===== src/rtl/sleep_seq.sv =====
module sleep_seq #(
  parameter int CW        = 12,
  parameter int SHORT_DLY = 224,
  parameter int LONG_DLY  = 4064
) (
  input  logic          clk,
  input  logic          rst_n,
  input  logic          mode_halt,
  input  logic          dly_long,
  input  logic          stop_req,
  input  logic          irq_wake,
  input  logic          tmr_wake,
  input  logic          ext_rst,
  input  logic          lvr_rst,
  input  logic [CW-1:0] tmr_cnt,
  output logic          osc_en,
  output logic          wdt_clk_en,
  output logic          cpu_clk_en,
  output logic          clr_imask,
  output logic          set_irqe,
  output logic          clr_tof,
  output logic          clr_rtif,
  output logic          clr_tofe,
  output logic          clr_rtie,
  output logic          wake_int,
  output logic          wake_rst
);
  typedef enum logic [1:0] {RUN, SLEEP_STOP, SLEEP_HALT, STABILISE} st_t;

  st_t           state;
  logic [CW-1:0] cnt;
  logic          cause_rst;

  logic [CW-1:0] term;
  logic          rst_ev, accept, last;

  assign term   = dly_long ? CW'(LONG_DLY) : CW'(SHORT_DLY);
  assign rst_ev = ext_rst | lvr_rst;
  assign accept = (state == RUN) & stop_req;
  assign last   = (state == STABILISE) & (cnt == term);

  assign cpu_clk_en = (state == RUN);
  assign osc_en     = (state != SLEEP_STOP);
  assign wdt_clk_en = osc_en;

  assign clr_imask = accept;
  assign set_irqe  = accept;
  assign clr_tof   = accept & ~mode_halt;
  assign clr_rtif  = accept & ~mode_halt;
  assign clr_tofe  = accept & ~mode_halt;
  assign clr_rtie  = accept & ~mode_halt;

  assign wake_rst = last & (cause_rst | rst_ev);
  assign wake_int = last & ~(cause_rst | rst_ev);

  always_ff @(posedge clk or negedge rst_n) begin
    if (!rst_n) begin
      state     <= RUN;
      cnt       <= '0;
      cause_rst <= 1'b0;
    end else begin
      case (state)
        RUN: if (stop_req) state <= mode_halt ? SLEEP_HALT : SLEEP_STOP;
        SLEEP_STOP:
          if (rst_ev | irq_wake) begin
            state     <= STABILISE;
            cnt       <= '0;
            cause_rst <= rst_ev;
          end
        SLEEP_HALT:
          if (rst_ev | irq_wake | tmr_wake) begin
            state     <= STABILISE;
            cnt       <= (tmr_cnt >= term) ? term : tmr_cnt;
            cause_rst <= rst_ev;
          end
        STABILISE: begin
          if (rst_ev) cause_rst <= 1'b1;
          if (cnt == term) state <= RUN;
          else cnt <= cnt + 1'b1;
        end
        default: state <= RUN;
      endcase
    end
  end

  logic [CW:0] stab_n;
  always_ff @(posedge clk or negedge rst_n) begin
    if (!rst_n) stab_n <= '0;
    else if (state == STABILISE) stab_n <= stab_n + 1'b1;
    else stab_n <= '0;
  end

  AST_STRB_SINGLE: assert property (@(posedge clk) disable iff (!rst_n) set_irqe |=> !set_irqe);
  AST_STOP_GATES: assert property (@(posedge clk) disable iff (!rst_n)
    (cpu_clk_en && stop_req && !mode_halt) |=> (!osc_en && !wdt_clk_en && !cpu_clk_en));
  AST_HALT_KEEPS_OSC: assert property (@(posedge clk) disable iff (!rst_n)
    (cpu_clk_en && stop_req && mode_halt) |=> (osc_en && wdt_clk_en && !cpu_clk_en));
  AST_TMR_IGNORED: assert property (@(posedge clk) disable iff (!rst_n)
    (!osc_en && !irq_wake && !ext_rst && !lvr_rst) |=> !osc_en);
  AST_DELAY_BOUND: assert property (@(posedge clk) disable iff (!rst_n)
    (state == STABILISE) |-> (stab_n <= {1'b0, term}));
  AST_ONE_CAUSE: assert property (@(posedge clk) disable iff (!rst_n)
    $onehot0({wake_int, wake_rst}));
endmodule


===== config.mk =====
export PLATFORM = sky130hd
export DESIGN_NAME = sleep_seq
export DESIGN_NICKNAME = d
export VERILOG_FILES = /design/src/rtl/sleep_seq.sv
export SDC_FILE = /design/constraint.sdc
export NUM_CORES = 1
export LEC_CHECK = 0
export ABC_AREA = 1
export BUFFER_PORTS_ARGS = -buffer_cell sky130_fd_sc_hd__buf_2
export CORE_UTILIZATION = 54
export DETAILED_ROUTE_END_ITERATION = 7
export PLACE_DENSITY_LB_ADDON = 0.25
export SETUP_SLACK_MARGIN = 0.4
export SLEW_MARGIN = 30
export SYNTH_ARGS = -nofsm -noshare
export SYNTH_HDL_FRONTEND = slang
export SYNTH_SLANG_ARGS = --single-unit

===== constraint.sdc =====
create_clock -name clk -period 2.1 [get_ports clk]
set_input_delay 0 -clock clk [delete_from_list [all_inputs] [get_ports clk]]
set_output_delay 0 -clock clk [all_outputs]
set_load 0.03 [all_outputs]

Yosys cells after proc, flatten, opt, wreduce, memory -nomap -nowiden
Index checks and enable logic that the tools add are counted.

cells by class
  shifts and indexed selects = 0
  multipliers = 0
  add/subtract/negate cells = 1
  reduce and logical (&&, ||, !) cells = 5
  magnitude comparators = 1
  muxes and demuxes = 16
  eq/ne operators = 11
  bitwise logic cells = 11
  div/mod/pow operators = 0

operator list
  kind                                                                      count
  12-bit 2-to-1 mux                                                         5
  12-bit one-hot mux with 3 select lines                                    1
  12-bit by 1-bit adder with 12-bit output (second input constant)          1
  12-bit equality test                                                      1
  12-bit greater-or-equal comparator                                        1
  2-bit inequality test (second input constant)                             6
  4-bit AND reduction                                                       3
  2-bit 2-to-1 mux                                                          5
  2-bit one-hot mux with 4 select lines                                     1
  1-bit AND                                                                 5
  2-bit equality test (second input constant)                               2
  1-bit OR                                                                  4
  1-bit 2-to-1 mux                                                          3
  1-bit one-hot mux with 3 select lines                                     1
  3-bit nonzero test                                                        1
  2-bit by 1-bit equality test with 1-bit output (second input constant)    1
  2-bit zero test                                                           1
  2-bit by 1-bit inequality test with 1-bit output (second input constant)  1
  1-bit NOT                                                                 2

storage, ports and cells
  memory bits (read-only) = 0
  bits in registers = 15
  RAM bits = 0
  output and inout bits = 11
  bits in latches = 0
  memories kept = 0
  input bits = 21

Longest topological paths before layout
  depth after elaboration = 5
  gate-level depth with buffers = 12

Worst setup path before layout
No wires, ideal clock.

  path kind = flip-flop to output port
  start = reg state[0]
  end = out clr_rtif
  arrival = 1.772 ns
  buffers on the path = 1
  stages on the path, launching flop included = 6
  slack = 0.328 ns
  data required time = 2.100 ns
  path through = dfrtp_1 inv_1 ha_1 nand2_1 nor2_1 buf_4

on the way
  cells in the longest elaborated chain, start to end = 3

ends and longest elaborated chain
  element                 line  RTL
  from (decl)             30    st_t state;
  from (signal assigned)  63    RUN: if (stop_req) state <= mode_halt ? SLEEP_HALT : SLEEP_STOP;
  2-bit zero test         --
  via cpu_clk_en          18    output logic cpu_clk_en,
  1-bit AND               39    assign accept = (state == RUN) & stop_req;
  1-bit AND               49    assign clr_rtif = accept & ~mode_halt;
  to (decl)               22    output logic clr_rtif,

The timed path passes the listed nets, and every way through them passes these cells.

Final worst setup path
  start = reg cnt[1]
  end = out wake_int

on the way
  cells in the longest elaborated chain, start to end = 3

ends and longest elaborated chain
  element                 line  RTL
  from (decl)             31    logic [CW-1:0] cnt;
  from (signal assigned)  73    cnt <= (tmr_cnt >= term) ? term : tmr_cnt;
  from (signal assigned)  79    else cnt <= cnt + 1'b1;
  12-bit equality test    40    assign last = (state == STABILISE) & (cnt == term);
  1-bit AND               40
  1-bit AND               54    assign wake_int = last & ~(cause_rst | rst_ev);
  to (decl)               25    output logic wake_int,

No other way between the ends.

==> reports/results.ini <==
[routing]
drc_errors = 0
wl_per_cell_um = 12.1
drtIter0Drc = 49
vias = 1599
wirelength_mm = 3.58
ant_nets = 0
firstDrtPassIters = 4
vias_per_cell = 5.42

[setup_path]
cp-end-kind = primary output
cp.arrival_ns = 1.69
r2r-end = cnt[0]
crit_type = reg2out
crit_family = simple AND/OR/NAND/NOR gates
required_ns = 2.10
rr_startpoint = cnt[1]
crit_fanout = 3
reg2reg_depth = 10
cp-start-kind = register
crit_slowest_cell = dfrtp_1
crit_buf_inv = 2
reg2reg_slack_ns = 0.46
critical_path.max_stage_delay_ns = 0.42
crit_path_cell_trace = inv_2, ha_4, nand3_4, nor2_4, nand4_1, nor3_2, buf_4

[synth]
yosysWarnings = 0
syn_nets = 256
avgSynthCellArea_sq_um = 6.26
synthTopCellsByCount = nand2_1 (83), nor2_1 (25), inv_1 (22), o21ai_0 (18)
synth_edf_count = 0
synth.top_cell.area_share_pct = 26.7
synth.cell_area_sq_um = 1410
yosysMostFrequentCell = nand2_1
synth.ff_latch_count = 15
ys_seq_area_share_pct = 26.7
synthFlopType = dfrtp_1
syn_inst = 225
synth.distinct_cells = 24
yosysTopAreaCell = dfrtp_1
synth_area_leaders = dfrtp_1 (27%), nand2_1 (22%), ha_1 (8.9%), nor2_1 (6.7%), o21ai_0 (6.4%)
async_flop_share_pct = 100

[timing]
hold_viol = 0
worst_pin_slew_ns = 0.372
final.period_utilization_pct = 80.6
max_freq_ghz = 0.591
fin_worst_hold_slack_ns = 0.0441
rsz0062_at_grt = yes
setup-tns-final_ns = 0
fin_worst_skew_ns = 0.0131
slew_violations = 0
min_period_ns = 1.69
setup_viol = 0
maxSlewHeadroom_pct = 75.2

[clock_network]
cts_sinks = 15
cts_max_level = 1
clkSlewWorstSetupHoldPaths_ns = 0.10
cts-root-buf = clkbuf_4
cts_tree = built
clock_latency_ns = 0.29
cts_made_buffers = 3
clk_path_buf_depth = 2

[floorplan]
core_sq_um = 2480
die_area_sq_um = 2810
start_util_pct = 56.8
die_y_um = 53.1
ios = 32
rows = 18
die_x_um = 53.1

[min_path]
min_from = tmr_cnt[4]
whs_endpoint = cnt[4]
hold_path.class = in2reg
min_path_cells = 5

[global_routing]
first_global_vias = 1331
grt_max_degree = 17
antenna_found_initial = 0
grt_pass1_wl_mm = 5.48
gr-total-overflow = 0
grt_usage_pct = 26.6

[pwr]
ir_drop_mv = 1.03
leakage_nw = 0.928
power_density_nw_per_um2 = 1130
finalPower_mw = 1.98

[placed_design]
dpl_cell_area_sq_um = 1560
portBuffers = 31
routabilityCongestion = 0.807
dp_hpwl_mm = 2.52

[job]
maxCapViolations = 0

[status]
status = finished clean

[layout]
multi_input_area_sq_um = 936
syn_to_final_growth_pct = 23.9
nFillCells = 229
final_area_sq_um = 1740
antenna_cells = 0
layout-drive-gt1-share_pct = 26.0
nets = 297
regArea_sq_um = 377

-- routing by layer --
metal / GRT usage, % / vias up / wire length (um)
met1: 33.0 / 725 / 1540
met5: 0 / - / 0
met2: 45.6 / 68 / 1740
met3: 6.03 / 10 / 250
li1: - / 796 / -
met4: 7.46 / 0 / 59
-- flip-flops by register name, indices dropped and copies added (netlist names) --
register,count
state,2
cause_rst,1
cnt,12
-- logic make-up after synthesis --
kind of cell	Yosys count	synth area share, %
flops	15	26.7
simple gates	141	43.3
fa+ha+maj	10	8.89
compound gates	27	10.8
buf+inv	32	10.4
-- power by group --
group          switching (mW)  internal (mW)
registers               0.145          0.408
clock network          0.0978         0.0740
logic                   0.771          0.482
-- per-stage QoR --
stage | setup WS, ns | util (%) | std cells
global route | 0.316 | 70.4 | 295
CTS | 0.408 | 66.4 | 290
floorplan | 0.404 | - | 225
finish | 0.408 | 70.4 | 295
detailed placement | 0.370 | 63.0 | 280
global placement | 0.401 | 63.0 | 280
-- layout by cell type (no fill, tap or decap) --
master,count
nor3_2,1
nor2_1,22
a21oi_1,3
nand4_1,6
o21ai_0,17
nor2_2,3
buf_4,11
or2_1,1
clkinv_1,1
inv_1,19
nor2_4,3
buf_12,1
dfrtp_1,14
dlygate4sd3_1,3
clkbuf_1,1
inv_2,4
o21ai_1,1
nand3_4,1
ha_4,1
nand2_4,1
dfrtp_2,1
nand2_1,82
ha_1,9
clkbuf_4,3
nand3_1,14
o22ai_1,2
nand3_2,2
or2_2,2
a21boi_0,1
o21ai_2,3
buf_2,29
nand2_2,3
-- tightest hold or removal path: cells and delay by family --
family,cells,cell delay (ns)
and+or+nand+nor,3,0.15
AOI/OAI and AO/OA,1,0.07
buffers and inverters,1,0.09
-- what timing repair did --
action | 4_1_cts | 5_1_grt
hold buffers | 3 | 0
pin swaps | 1 | 6
resized for setup | 2 | 16
setup buffers | 3 | 5
endpoints found under the hold margin | 16 | 0
endpoints found under the setup margin | 2 | 15
-- final cells by class --
cell class / count / area share [%]
repair buffers: 44 / 15.9
inverters: 24 / 5.17
multi-input cells: 178 / 53.7
well taps: 30 / 2.15
flip-flops and latches: 15 / 21.6
clock buffers: 4 / 1.51
-- worst max path at each step --
stage | from | end | slack, ns | depth (start not counted)
after floorplan | cnt[0] | wake_int | 0.40 | 6
after CTS | cnt[1] | wake_int | 0.41 | 7
after global routing | cnt[0] | wake_rst | 0.32 | 7
after global placement | dly_long | cnt[10] | 0.40 | 11
after detailed placement | dly_long | cnt[10] | 0.37 | 11
final | cnt[1] | wake_int | 0.41 | 7
(Power assumes the default switching activity.)
